### src/rtl/sonet_fr_pkg.sv
package sonet_fr_pkg;

    // Alignment state of one lane
    typedef enum logic [1:0] {
        FR_HUNT   = 2'd0,
        FR_LOCK   = 2'd1,
        FR_VERIFY = 2'd2
    } fr_state_e;

    localparam logic [7:0] FR_A1_BYTE = 8'hF6;
    localparam logic [7:0] FR_A2_BYTE = 8'h28;

endpackage

### src/rtl/fr_marker_match.sv
// Flags the input cycle in which the trailing A1 bytes are followed
// directly by the leading A2 byte.
module fr_marker_match #(
    parameter int           W     = 8,
    parameter int           HIST  = 1,
    parameter logic [W-1:0] A1VAL = 8'hF6,
    parameter logic [W-1:0] A2VAL = 8'h28
) (
    input  logic         clk,
    input  logic         rst_n,
    input  logic [W-1:0] din,
    output logic         hit
);

    logic [W-1:0] hist_q [HIST];

    generate
        for (genvar g = 0; g < HIST; g++) begin : g_hist
            if (g == 0) begin : g_head
                always_ff @(posedge clk or negedge rst_n) begin
                    if (!rst_n) hist_q[g] <= '0;
                    else        hist_q[g] <= din;
                end
            end else begin : g_tail
                always_ff @(posedge clk or negedge rst_n) begin
                    if (!rst_n) hist_q[g] <= '0;
                    else        hist_q[g] <= hist_q[g-1];
                end
            end
        end
    endgenerate

    always_comb begin
        hit = (din == A2VAL);
        for (int i = 0; i < HIST; i++) begin
            hit = hit && (hist_q[i] == A1VAL);
        end
    end

endmodule

### src/rtl/fr_pos_counter.sv
// Byte position within the frame; position 0 is the first A2 byte.
module fr_pos_counter #(
    parameter int FRAME_LEN = 9720,
    parameter int POS_W     = $clog2(FRAME_LEN)
) (
    input  logic             clk,
    input  logic             rst_n,
    input  logic             load,
    output logic [POS_W-1:0] pos
);

    localparam logic [POS_W-1:0] LAST = POS_W'(FRAME_LEN - 1);

    always_ff @(posedge clk or negedge rst_n) begin
        if (!rst_n) begin
            pos <= '0;
        end else if (load) begin
            pos <= POS_W'(1);
        end else if (pos == LAST) begin
            pos <= '0;
        end else begin
            pos <= pos + POS_W'(1);
        end
    end

endmodule

### src/rtl/fr_sync_fsm.sv
// HUNT / LOCK / VERIFY alignment machine with consecutive-miss count.
module fr_sync_fsm
    import sonet_fr_pkg::*;
#(
    parameter int MISS_LIMIT = 4,
    parameter int MISS_W     = $clog2(MISS_LIMIT + 1)
) (
    input  logic      clk,
    input  logic      rst_n,
    input  logic      hit,
    input  logic      at_check,
    output logic      load,
    output logic      locked,
    output logic      oof_next
);

    fr_state_e         state_q, state_n;
    logic [MISS_W-1:0] miss_q, miss_n;

    // state register
    always_ff @(posedge clk or negedge rst_n) begin
        if (!rst_n) begin
            state_q <= FR_HUNT;
            miss_q  <= '0;
        end else begin
            state_q <= state_n;
            miss_q  <= miss_n;
        end
    end

    // transitions
    always_comb begin
        state_n = state_q;
        miss_n  = miss_q;
        load    = 1'b0;
        unique case (state_q)
            FR_HUNT: begin
                if (hit) begin                        // T_ACQUIRE
                    state_n = FR_LOCK;
                    miss_n  = '0;
                    load    = 1'b1;
                end
            end
            FR_LOCK: begin
                if (at_check && !hit) begin           // T_MISS
                    miss_n  = MISS_W'(1);
                    state_n = (MISS_LIMIT == 1) ? FR_HUNT : FR_VERIFY;
                end
            end
            FR_VERIFY: begin
                if (at_check) begin
                    if (hit) begin                    // T_RECOVER
                        state_n = FR_LOCK;
                        miss_n  = '0;
                    end else if (miss_q == MISS_W'(MISS_LIMIT - 1)) begin
                        state_n = FR_HUNT;            // T_DROP
                        miss_n  = '0;
                    end else begin                    // T_MISS_AGAIN
                        miss_n  = miss_q + MISS_W'(1);
                    end
                end
            end
            default: begin
                state_n = FR_HUNT;
                miss_n  = '0;
            end
        endcase
    end

    assign locked   = (state_q != FR_HUNT);
    assign oof_next = (state_n == FR_HUNT);

endmodule

### src/rtl/fr_out_stage.sv
// Output register: data, pulse, parity and out-of-frame share one edge.
module fr_out_stage #(
    parameter int W = 8
) (
    input  logic         clk,
    input  logic         rst_n,
    input  logic [W-1:0] din,
    input  logic         fp_next,
    input  logic         oof_next,
    input  logic         par_sel,
    output logic [W-1:0] dout,
    output logic         fp_out,
    output logic         oof,
    output logic         par
);

    logic par_next;

    always_comb begin
        par_next = ^din;
        if (par_sel) par_next = par_next ^ fp_next;
    end

    always_ff @(posedge clk or negedge rst_n) begin
        if (!rst_n) begin
            dout   <= '0;
            fp_out <= 1'b0;
            oof    <= 1'b1;
            par    <= 1'b0;
        end else begin
            dout   <= din;
            fp_out <= fp_next;
            oof    <= oof_next;
            par    <= par_next;
        end
    end

endmodule

### src/rtl/sonet_lane_framer.sv
module sonet_lane_framer
    import sonet_fr_pkg::*;
#(
    parameter int DATA_W     = 8,
    parameter int FRAME_LEN  = 9720,
    parameter int A1_HIST    = 1,
    parameter int FP_OFFSET  = 2,
    parameter int MISS_LIMIT = 4
) (
    input  logic              clk,
    input  logic              rst_n,
    input  logic [DATA_W-1:0] din,
    input  logic              frame_in,
    input  logic              fp_sel,
    input  logic              par_sel,
    output logic [DATA_W-1:0] dout,
    output logic              fp_out,
    output logic              oof,
    output logic              par
);

    localparam int POS_W = (FRAME_LEN > 1) ? $clog2(FRAME_LEN) : 1;

    logic             hit;
    logic             load;
    logic             locked;
    logic             oof_next;
    logic [POS_W-1:0] pos;
    logic             fp_int_next;
    logic             fp_next;

    fr_marker_match #(
        .W     (DATA_W),
        .HIST  (A1_HIST),
        .A1VAL (DATA_W'(FR_A1_BYTE)),
        .A2VAL (DATA_W'(FR_A2_BYTE))
    ) u_match (
        .clk   (clk),
        .rst_n (rst_n),
        .din   (din),
        .hit   (hit)
    );

    fr_pos_counter #(
        .FRAME_LEN (FRAME_LEN),
        .POS_W     (POS_W)
    ) u_pos (
        .clk   (clk),
        .rst_n (rst_n),
        .load  (load),
        .pos   (pos)
    );

    fr_sync_fsm #(
        .MISS_LIMIT (MISS_LIMIT)
    ) u_fsm (
        .clk      (clk),
        .rst_n    (rst_n),
        .hit      (hit),
        .at_check (pos == '0),
        .load     (load),
        .locked   (locked),
        .oof_next (oof_next)
    );

    assign fp_int_next = locked && (pos == POS_W'(FP_OFFSET));
    assign fp_next     = fp_sel ? fp_int_next : frame_in;

    fr_out_stage #(
        .W (DATA_W)
    ) u_out (
        .clk      (clk),
        .rst_n    (rst_n),
        .din      (din),
        .fp_next  (fp_next),
        .oof_next (oof_next),
        .par_sel  (par_sel),
        .dout     (dout),
        .fp_out   (fp_out),
        .oof      (oof),
        .par      (par)
    );

endmodule

### config.mk
export PLATFORM = sky130hd
export DESIGN_NAME = sonet_lane_framer
export DESIGN_NICKNAME = d
export VERILOG_FILES = /design/src/rtl/sonet_fr_pkg.sv /design/src/rtl/fr_marker_match.sv /design/src/rtl/fr_pos_counter.sv /design/src/rtl/fr_sync_fsm.sv /design/src/rtl/fr_out_stage.sv /design/src/rtl/sonet_lane_framer.sv
export SDC_FILE = /design/constraint.sdc
export NUM_CORES = 1
export LEC_CHECK = 0
export BUFFER_PORTS_ARGS = -buffer_cell sky130_fd_sc_hd__buf_2
export CELL_PAD_IN_SITES_DETAIL_PLACEMENT = 1
export CELL_PAD_IN_SITES_GLOBAL_PLACEMENT = 1
export CORE_AREA = 5 5 64 66
export CTS_BUF_LIST = sky130_fd_sc_hd__clkbuf_2
export DETAILED_ROUTE_END_ITERATION = 8
export DIE_AREA = 0 0 69 71
export PLACE_DENSITY_LB_ADDON = 0.1
export SLEW_MARGIN = 20
export SYNTH_ARGS = -nofsm -noshare
export SYNTH_HDL_FRONTEND = slang
export SYNTH_SLANG_ARGS = --single-unit
### constraint.sdc
create_clock -name clk -period 3.08 [get_ports clk]
set_input_delay 0.154 -clock clk [delete_from_list [all_inputs] [get_ports clk]]
set_output_delay 0.154 -clock clk [all_outputs]
set_load 0.01 [all_outputs]
# Word level (Yosys, flattened, before mapping)
# Cells that the tools add are included.
dict set report word_totals {
  elab_cells 48
  out_inout_bits 11
  in_bits 13
  reg_bits 30
}
dict set report op_classes {
  bitwise_logic 1
  reduce_logical 10
  n_eq_ne 10
  addsub 2
  n_mux 18
}
# op n
set op_table {}
lappend op_table {{2-to-1 mux 14 bit} 2}
lappend op_table {{2-to-1 mux 3 bit} 5}
lappend op_table {{adder 14 x 1 -> 14 bit, second input constant} 1}
lappend op_table {{equality test 14 bit, second input constant} 1}
lappend op_table {{equality test 14 x 2 -> 1 bit, second input constant} 1}
lappend op_table {{logical NOT 14 bit} 1}
lappend op_table {{2-to-1 mux 2 bit} 5}
lappend op_table {{one-hot mux 3 bit (3 select lines)} 1}
lappend op_table {{equality test 8 x 6 -> 1 bit, second input constant} 1}
lappend op_table {{equality test 8 bit, second input constant} 1}
lappend op_table {{XOR reduction 8 bit} 1}
lappend op_table {{inequality test 2 x 1 -> 1 bit, second input constant} 3}
lappend op_table {{one-hot mux 2 bit (3 select lines)} 1}
lappend op_table {{logical NOT 2 bit} 2}
lappend op_table {{2-to-1 mux 1 bit} 4}
lappend op_table {{adder 3 x 1 -> 3 bit, second input constant} 1}
lappend op_table {{equality test 3 x 2 -> 1 bit, second input constant} 1}
lappend op_table {{logical AND 1 bit} 3}
lappend op_table {{AND reduction 3 bit} 1}
lappend op_table {{equality test 2 x 1 -> 1 bit, second input constant} 1}
lappend op_table {{equality test 2 bit, second input constant} 1}
lappend op_table {{nonzero test 2 bit} 1}
lappend op_table {{logical NOT 1 bit} 1}
lappend op_table {{XOR 1 bit} 1}

# Longest topological paths before layout
# Gate-level depths: netlist (run 1).
dict set report depth {
  word_depth 7
  mapped_depth 8
  ltp_nobuf 7
}

# By module
# Synthesis (run 1) repeated with hierarchy kept, for this count alone.
dict set report unflattened {
  cells_unflattened 149
  area_unflattened_um2 1745.4
}
# mod seq_area_each_um2 area_per_inst_um2 n_inst cells_each
set by_module_without_submodules {}
lappend by_module_without_submodules {fr_pos_counter 350.3 684.4 1 69}
lappend by_module_without_submodules {fr_sync_fsm 125.1 395.4 1 39}
lappend by_module_without_submodules {fr_out_stage 276.5 362.8 1 19}
lappend by_module_without_submodules {fr_marker_match 200.2 250.2 1 13}
lappend by_module_without_submodules {sonet_lane_framer 0.0 52.6 1 9}

# Least setup slack after synthesis (run 1)
# No wires, ideal clock.
dict set report synth_timing {
  kind {reg2reg}
  start {reg u_pos.pos[0]}
  end {reg u_fsm.miss_q[1]}
  arrival_ns 1.876
  setup_time_ns 0.125
  stages_incl_launch_ff 8
  required_ns 2.955
  n_path_buf 0
  setup_slack_ns 1.079
  synth_period_minus_slack_ns 2.001
  path_cell_list {dfrtp_1 inv_1 ha_1 nor3b_1 nand4b_4 o21a_1 a221oi_4 mux2_4}
}
dict set report synth_via {
  elab_chain_len 4
  word_cells_on_any_way 5
  classes_between {2 x eq/ne; 3 x reduce/logical}
}
# item line_no
set synth_rtl {}
lappend synth_rtl {{start, declared} fr_pos_counter.sv:9} ;# output logic [POS_W-1:0] pos
lappend synth_rtl {{start signal, assigned} fr_pos_counter.sv:22} ;# pos <= pos + POS_W'(1);
lappend synth_rtl {{logical NOT 14 bit (*)} sonet_lane_framer.sv:60} ;# .at_check (pos == '0),
lappend synth_rtl {{logical AND 1 bit} fr_sync_fsm.sv:45} ;# if (at_check && !hit) begin
lappend synth_rtl {{inequality test 2 x 1 -> 1 bit (no source line)} --}
lappend synth_rtl {{AND reduction 3 bit (no source line) (*)} --}
lappend synth_rtl {{end signal, assigned} fr_sync_fsm.sv:27} ;# miss_q <= miss_n;
lappend synth_rtl {{end, declared} fr_sync_fsm.sv:18} ;# logic [MISS_W-1:0] miss_q, miss_n;
# Every way passes the cells marked *; elsewhere a longest branch is shown, timed or not.
# A chain may end at the register's enable or synchronous reset.

# Final worst setup path (run 1)
# Ends and elaborated chain as after synthesis.

==> reports/metrics.cfg, run 1 <==
[pwr]
p_leak_nw=0.971
ir_drop_mv=0.223
power_density_mw_per_mm2=352

[sta]
worst_pin_slew_ns=0.667
final_hold_viol_count=0
max_slew_margin=0.555
fin_crit_ns=2.20
fin_ws_ns=0.884
drv_slew=0
fmax_mhz=455
finalCritPeriodShare=0.713
fin_skew_ns=0.0172
setup_viol=0
setup_tns_ns=0
rsz0062_at_grt=false

[floorplan]
rows=22
die_height_um=71
die-area_mm2=0.00490
ios=24
core_area_mm2=0.00352
die_w_um=69
start_util=0.464

[clock_tree]
htree_levels=2
cts_tree=built
clk_pin_slew_worst_paths_ns=0.16
cts_made_buffers=5
cts.sinks=30
ctsLongestPathBuffers=2
clock_latency_ns=0.36
cts-root-buf=clkbuf_2

[yosys]
ys_types=41
postSynthAreaPerCell_um2=10.6
synth_area_mm2=0.00163
synth_seq_cells=30
syn_inst=154
synth_warnings=0
synth-edff-count=0
ys_async_sr_fraction=1.00
ys_seq_area_frac=0.460
synth_fp_nets=179
synthFlopType=dfrtp_1

[global_routing]
antenna_found_initial=0
grt_pass1_wl_um=6270
overflow=0
grt_max_degree=31
grt_util_all_layers=0.161
grt_pass1_vias=1360

[route]
routedWlPerCell_um=15.0
drt_wl_total_um=3610
drc=0
firstDrtPassIters=4
vias_per_cell=5.05
route.vias.total=1217
ant_nets=0
drt-initial-drc-count=54

[place]
dp_hpwl_um=2730
io_buffer_count=23
finalWeightedCongestion=0.772
pre_cts_ws_ns=0.898

[worst_setup_path]
required_ns=3.35
end_kind=register
worstSetupPathType=reg2reg
cp_max_fo=7
cp.arrival_ns=2.47
startpoint_type=register

[finish]
final_cell_mix=dfrtp_1 (29), buf_2 (23), nor2_1 (17), inv_1 (15), ha_1 (12)
diodes=0
nNetsFinal=217
nFillCells=417
area_growth_pct=18.3
drive_gt1_frac=0.197
final_common_cell=dfrtp_1

[run_status]
status=finished, final reports clean

[run]
max_cap_viol_count=0

[min_path]
holdCritPathClass=in2reg

## routing by layer
layer	routed length [um]	global-route usage
met3	114	0.0341
met1	1540	0.188
met4	70	0.0716
met5	0	0
met2	1880	0.284
## cell usage after synthesis, drive strengths merged, types with 2 or more instances
| cell type | number | area, um2 |
|---|---|---|
| dfrtp | 29 | 726 |
| nor2 | 17 | 63.8 |
| inv | 15 | 56.3 |
| ha | 12 | 150 |
| xnor2 | 10 | 87.6 |
| nand2 | 7 | 26.3 |
| nand3 | 7 | 35.0 |
| nor3 | 6 | 35.0 |
| xor2 | 6 | 52.6 |
| nand4 | 5 | 31.3 |
| o21ai | 4 | 20.0 |
| nor2b | 3 | 18.8 |
| a21o | 2 | 15.0 |
| a21oi | 2 | 10.0 |
| and3 | 2 | 12.5 |
| buf | 2 | 18.8 |
| mux2i | 2 | 20.0 |
| nand4b | 2 | 32.5 |
| o211ai | 2 | 15.0 |
| or3 | 2 | 17.5 |
## state kept, by name, summed over array words and instances (netlist names)
signal	count
u_fsm.miss_q	3
u_fsm.state_q	2
u_out.dout	8
u_out.fp_out	1
u_out.oof	1
u_out.par	1
u_pos.pos	14
## cell families (layout without fill, tap and decap cells)
group	Yosys count	count (layout)	share of synthesized area
XOR/XNOR	16	16	0.0858
AO/OA/AOI/OAI	16	16	0.0773
flip-flops	30	30	0.460
adder cells (fa/ha/maj)	12	12	0.0919
multiplexers	3	3	0.0214
buffers and inverters	18	57	0.0482
AND/OR/NAND/NOR	59	59	0.215
## where the power goes
group	leakage (nW)	internal, W	switching, W
Clock	0.0304	0.0000558	0.000137
Sequential	0.363	0.000407	0.00000554
Combinational	0.578	0.0000384	0.0000378
## metrics by stage
stage | std cells | util | area [um2] | power [W] | hold slack (ns)
floorplan | 154 | - | 1630 | 0.000452 | -0.142
CTS | 241 | 0.549 | 1930 | 0.000694 | 0.000992
global route | 241 | 0.549 | 1930 | 0.000714 | 0.0169
detailed placement | 223 | 0.509 | 1790 | 0.000488 | 0.232
finish | 241 | 0.549 | 1930 | 0.000681 | 0.0298
global placement | 223 | 0.509 | 1790 | 0.000485 | 0.218
## worst max-delay path: stages, from the launching register on
cell and delay (ns):
dfrtp_1 0.46, inv_1 0.10, ha_1 0.14, nor3b_1 0.36, nand4b_4 0.20, o21a_1 0.25, a221oi_4 0.27, mux2_4 0.33
## what timing repair did
item | in CTS | in global routing
hold endpoints to repair | 38 | 0
setup buffers | 0 | 0
setup endpoints to repair | 0 | 0
hold buffers | 10 | 0
gates resized for setup | 0 | 0
## worst paths after layout
| kind | from | end | slack, ns | cells after the start |
|---|---|---|---|---|
| worst max register to register | u_pos.pos[0] | u_fsm.miss_q[1] | 0.88 | 7 |
| worst max-delay path | u_pos.pos[0] | u_fsm.miss_q[1] | 0.88 | 7 |
| min in group asynchronous | rst_n | u_fsm.state_q[0] | 0.33 | 2 |
| worst min register to register | u_fsm.miss_q[1] | u_fsm.miss_q[1] | 0.55 | 1 |
| worst min-delay path | par_sel | u_out.par | 0.03 | 3 |
| max in group asynchronous | rst_n | u_pos.pos[6] | 2.31 | 2 |
## final cells by class
| type | instances | area (um2) | share of cell area |
|---|---|---|---|
| sequential | 30 | 752 | 0.389 |
| multi-input combinational | 106 | 803 | 0.416 |
| inverter | 15 | 56.3 | 0.0291 |
| timing repair buffer | 34 | 223 | 0.115 |
| tap | 48 | 60.1 | 0.0311 |
| clock buffer | 6 | 30.0 | 0.0155 |
| clock inverter | 2 | 8.76 | 0.00453 |
Note: power is estimated with default switching activity, not from simulation.
==> inputs of run 2 (changes only) <==
--- a/config.mk
+++ b/config.mk
@@ -8,10 +8,10 @@
 export BUFFER_PORTS_ARGS = -buffer_cell sky130_fd_sc_hd__buf_2
 export CELL_PAD_IN_SITES_DETAIL_PLACEMENT = 1
 export CELL_PAD_IN_SITES_GLOBAL_PLACEMENT = 1
-export CORE_AREA = 5 5 64 66
+export CORE_AREA = 5 5 70 72
 export CTS_BUF_LIST = sky130_fd_sc_hd__clkbuf_2
 export DETAILED_ROUTE_END_ITERATION = 8
-export DIE_AREA = 0 0 69 71
+export DIE_AREA = 0 0 75 77
 export PLACE_DENSITY_LB_ADDON = 0.1
 export SLEW_MARGIN = 20
 export SYNTH_ARGS = -nofsm -noshare
==> constraint.sdc (replaced) <==
create_clock -name clk -period 2 [get_ports clk]
set_input_delay 0.1 -clock clk [delete_from_list [all_inputs] [get_ports clk]]
set_output_delay 0.1 -clock clk [all_outputs]
set_load 0.01 [all_outputs]
==> run 2 against run 1 <==
  * Register-to-register slack got worse by 0.83 ns
  * First-iteration DRC count shrank 1.9%
  * Sequential power up 54%
  * Clock power rose by 57%
  * Final area rose by 7.8%
  * Combinational power up 63%
  * Largest cell class unchanged
  * Utilization fell by 5.7 points
  * Maximum frequency is 13% higher
  * Clock skew decreased by 0.0039 ns
==> reports/metrics.cfg, run 2 (same netlist as run 1, synthesis figures left out) <==
[global_routing]
grt_pass1_vias=1498
grt_pass1_wl_um=7130
grt_max_degree=31
antenna_found_initial=0
grt_util_all_layers=0.157
overflow=0

[clock_tree]
cts_made_buffers=5
clk_pin_slew_worst_paths_ns=0.17
cts_tree=built
cts.sinks=30
clock_latency_ns=0.36
htree_levels=2
cts-root-buf=clkbuf_2
ctsLongestPathBuffers=2

[route]
drc=0
routedWlPerCell_um=15.2
vias_per_cell=4.99
route.vias.total=1298
drt_wl_total_um=3950
ant_nets=0
drt-initial-drc-count=53
firstDrtPassIters=4

[floorplan]
die_height_um=77
die_w_um=75
rows=24
start_util=0.386
core_area_mm2=0.00423
ios=24
die-area_mm2=0.00578

[min_path]
holdCritPathClass=in2async

[sta]
finalCritPeriodShare=0.971
worst_pin_slew_ns=0.692
setup_viol=0
rsz0062_at_grt=true
fin_crit_ns=1.94
drv_slew=0
fin_skew_ns=0.0133
holdWs_ns=0.294
final_hold_viol_count=0
fmax_mhz=515
max_slew_margin=0.538
fin_ws_ns=0.0588

[worst_setup_path]
crit_chain=inv_1, ha_1, nor3b_4, nand4b_4, o21a_1, a221oi_4, mux2_4
end_kind=register
crit_start=u_pos.pos[1]
path_buf_inv=1
required_ns=2.27
cp_slowest_cell=dfrtp_1
cp_top_family=compound AO/OA/AOI/OAI gates
startpoint_type=register
cp_max_fo=5
worstSetupPathType=reg2reg
r2r-start=u_pos.pos[1]
critPathMaxStageDelay_ns=0.45
cp.arrival_ns=2.21

[pwr]
combPwrFrac=0.117
power_density_mw_per_mm2=509
ir_drop_mv=0.339
p_sw_w=0.000286
p_leak_nw=1.05
clkPwrFrac=0.285
cell_internal_pwr_w=0.000774
p_seq_frac=0.598
sw_frac_of_total=0.270

[place]
io_buffer_count=23
dp_hpwl_um=2910
finalWeightedCongestion=0.747
place_inst=239
pre_cts_ws_ns=0.0758

[finish]
final_common_cell=dfrtp_1
multi_input_comb_area_um2=827
register_area_um2=752
instances_no_fill=260
area_growth_pct=27.5
nFillCells=476
largestRegisters=u_pos.pos x14, u_out.dout x8, u_fsm.miss_q x3
top_register=u_pos.pos
final_cell_mix=dfrtp_1 (29), buf_2 (23), nor2_1 (17), inv_1 (15), buf_4 (13)
nNetsFinal=232
diodes=0
largest_reg_flops=14
drive_gt1_frac=0.264

[run_status]
status=finished, final reports clean

[run]
max_cap_viol_count=0

## run 2: timing repair
item,4_1_cts,5_1_grt
hold buffers,12,0
endpoints found under the setup margin,0,15
buffers inserted,0,1
hold endpoints to repair,39,0
resized for setup,0,5
## run 2: per-layer routing
metal	up-vias	GRT usage	part of all wire
li1	623	-	-
met1	649	0.204	0.45
met2	21	0.260	0.51
met3	5	0.0392	0.027
met4	0	0.0320	0.010
met5	-	0	0
## run 2: final timing paths
check                             endpoint  depth (start not counted)  slack, ns
min reg2reg                u_fsm.miss_q[2]                          1       0.54
max                        u_fsm.miss_q[1]                          7       0.06
max in group asynchronous    u_out.dout[6]                          2       1.26
max reg2reg                u_fsm.miss_q[1]                          7       0.06
min in group clk             u_out.dout[2]                          2       0.39
min                           u_pos.pos[0]                          2       0.29
## run 2: through the flow
step	util	setup TNS (ns)	cell area (um2)	total power [W]
6_report	0.492	0	2080	0.00106
5_1_grt	0.492	-0.112	2080	0.00112
4_1_cts	0.485	0	2050	0.00108
3_5_place_dp	0.447	0	1890	0.000756
3_3_place_gp	0.447	0	1890	0.000748
2_1_floorplan	-	0	1640	0.000697
## run 2: power groups by stage
stage / Combinational, W / Sequential, W / Clock, W
after floorplan: 0.0000421 / 0.000655 / 0
after global placement: 0.000102 / 0.000646 / 0
after detailed placement: 0.000109 / 0.000646 / 0
after CTS: 0.000127 / 0.000635 / 0.000318
after global routing: 0.000139 / 0.000638 / 0.000347
final: 0.000124 / 0.000634 / 0.000302
## run 2: layout make-up
| cell class | count | area share |
|---|---|---|
| Tap cell | 52 | 0.0312 |
| Inverter | 15 | 0.0270 |
| Timing Repair Buffer | 49 | 0.165 |
| Clock buffer | 6 | 0.0144 |
| Multi-Input combinational cell | 106 | 0.397 |
| Sequential cell | 30 | 0.361 |
| Clock inverter | 2 | 0.00420 |
==> inputs of run 3 (changes only) <==
--- a/config.mk
+++ b/config.mk
@@ -12,8 +12,10 @@
 export CTS_BUF_LIST = sky130_fd_sc_hd__clkbuf_2
 export DETAILED_ROUTE_END_ITERATION = 8
 export DIE_AREA = 0 0 75 77
+export GPL_TIMING_DRIVEN = 0
 export PLACE_DENSITY_LB_ADDON = 0.1
 export SLEW_MARGIN = 20
 export SYNTH_ARGS = -nofsm -noshare
 export SYNTH_HDL_FRONTEND = slang
+export SYNTH_HIERARCHICAL = 1
 export SYNTH_SLANG_ARGS = --single-unit
==> run 3 against run 2 <==
  * The flow now finishes with violations (negative setup slack)
  * Total power is 52% higher
  * Clock power rose by 47%
  * Maximum frequency is 3.5% lower
  * Critical endpoint is now u_fsm/miss_q[1]
  * Largest power group unchanged
  * Highest routed layer unchanged
==> reports/metrics.cfg, run 3 <==
[worst_setup_path]
r2r-start=u_match/hist_q[3]
cp.arrival_ns=2.29
crit_end=u_fsm/miss_q[1]
r2r_end=u_fsm/miss_q[1]
reg2reg_slack_ns=-0.01
cp_max_fo=4
startpoint_type=register
required_ns=2.28
worstSetupPathType=reg2reg
rr_worst_depth=6
crit_start=u_match/hist_q[3]
end_kind=register

[finish]
diodes=0
multi_input_comb_area_um2=792
largestRegisters=u_pos/pos x14, u_match/hist_q x8, u_out/dout x8
largest_reg_flops=14
final_cell_mix=dfrtp_1 (35), buf_2 (23), nor2_1 (18), xnor2_1 (13), dlygate4sd3_1 (11)
nFillCells=488
area_growth_pct=26.3
nNetsFinal=216
final_common_cell=dfrtp_1
top_register=u_pos/pos
drive_gt1_frac=0.294
instances_no_fill=249
register_area_um2=955

[pwr]
finalPower_w=0.00161
sw_frac_of_total=0.278
cell_internal_pwr_w=0.00116
p_seq_frac=0.563
p_leak_nw=1.03
combPwrFrac=0.160
p_sw_w=0.000447
power_density_mw_per_mm2=729
ir_drop_mv=0.503
clkPwrFrac=0.277

[yosys]
synth.area.top_cells=dfrtp_1 (53%), xnor2_1 (6.5%), ha_1 (4.3%), nor2_1 (4.1%), nand3_1 (2.3%)
synth.most_common_cell=dfrtp_1
syn_inst=149
synth_largest_area_cell=dfrtp_1
synthFlopType=dfrtp_1
ys_types=40
synth-edff-count=0
ys_seq_area_frac=0.546
synth_fp_nets=168
synth_warnings=6
synth_top_area_frac=0.530
yosys-top-cells-count=dfrtp_1 (37), nor2_1 (19), xnor2_1 (13)
ys_async_sr_fraction=1.00
synth_seq_cells=38
postSynthAreaPerCell_um2=11.7
synth_area_mm2=0.00175

[place]
io_buffer_count=23
finalWeightedCongestion=0.763
dp_hpwl_um=2780
pre_cts_ws_ns=-0.143
place_inst=224

[sta]
fin_ws_ns=-0.0116
fin_crit_ns=2.01
max_slew_margin=0.433
holdWs_ns=0.108
setup_viol=1
fin_skew_ns=0.00981
finalCritPeriodShare=1.01
final_hold_viol_count=0
drv_slew=0
fmax_mhz=497
rsz0062_at_grt=true
worst_pin_slew_ns=0.850

[clock_tree]
htree_levels=2
cts_made_buffers=5
cts-root-buf=clkbuf_2
cts.sinks=38
cts_tree=built
clock_latency_ns=0.38
clk_pin_slew_worst_paths_ns=0.18
ctsLongestPathBuffers=2

[min_path]
holdCritPathClass=in2reg

[route]
drc=0
firstDrtPassIters=4
drt_wl_total_um=4000
drt-initial-drc-count=37
vias_per_cell=5.11
routedWlPerCell_um=16.1
ant_nets=0
route.vias.total=1272

[run_status]
status=finished, violations left
violations=negative setup slack

[floorplan]
start_util=0.412
die-area_mm2=0.00578
rows=24
core_area_mm2=0.00423
ios=24
die_height_um=77
die_w_um=75

[global_routing]
grt_pass1_vias=1456
grt_max_degree=39
antenna_found_initial=0
grt_pass1_wl_um=7050
grt_util_all_layers=0.158
overflow=0

[run]
max_cap_viol_count=0

-- run 3: per-layer routing --
layer  GRT usage  wire length, um  share of wire
met5           0                0              0
met4      0.0427               42          0.011
met3      0.0458              114          0.029
met2       0.276             2230           0.56
met1       0.183             1610           0.40
-- run 3: logic make-up after synthesis --
group / synth area share
DFF: 0.546
muxes: 0.0143
xor gates and xnor gates: 0.108
AOI/OAI and AO/OA: 0.0753
buffers and inverters: 0.0301
and+or+nand+nor: 0.184
adders and majority gates: 0.0430
-- run 3: layout make-up --
| type | instances | share of cell area |
|---|---|---|
| plain buffers | 1 | 0.00511 |
| multi-input cells | 99 | 0.359 |
| inverters | 11 | 0.0187 |
| repair buffers | 41 | 0.128 |
| clock inverters | 2 | 0.0153 |
| flip-flops and latches | 38 | 0.433 |
| well taps | 52 | 0.0295 |
| clock buffers | 5 | 0.0114 |
-- run 3: worst min path at each step --
stage	cells past startpoint	endpoint	startpoint	slack, ns
after CTS	4	u_out/par	par_sel	0.1
after floorplan	0	u_fsm/miss_q[0]	rst_n	-0.20
after detailed placement	1	u_pos/pos[6]	rst_n	0.26
after global placement	1	u_pos/pos[4]	rst_n	0.24
after global routing	4	u_out/par	par_sel	0.09
final	4	u_out/par	par_sel	0.11
-- run 3: power groups by stage --
stage	Clock [W]	Combinational (W)	Sequential, W
2_1_floorplan	0	0.000128	0.000908
3_3_place_gp	0	0.000209	0.000913
3_5_place_dp	0	0.000218	0.000917
4_1_cts	0.000464	0.000249	0.000902
5_1_grt	0.000505	0.000286	0.000915
6_report	0.000444	0.000258	0.000905
-- run 3: what timing repair did --
item	in CTS	in global routing
endpoints found under the hold margin	54	0
buffers inserted	5	2
gates resized for setup	7	6
hold buffers	11	0
setup endpoints to repair	15	15
gates cloned	0	0
pin swaps	6	2
-- run 3: metrics by stage --
stage / util / area (um2) / TNS [ns]
global placement: 0.457 / 1930 / -0.267
global route: 0.521 / 2200 / -0.683
floorplan: - / 1750 / 0
finish: 0.521 / 2200 / -0.0116
detailed placement: 0.457 / 1930 / -0.742
CTS: 0.513 / 2170 / -0.00724
-- run 3: worst max-delay path, cell delays in order (launching register included) --
cell and delay [ns]:
dfrtp_1 0.40, or4b_4 0.52, nor4_4 0.29, buf_4 0.22, nand2_4 0.06, o211ai_4 0.10
mux2_4 0.32
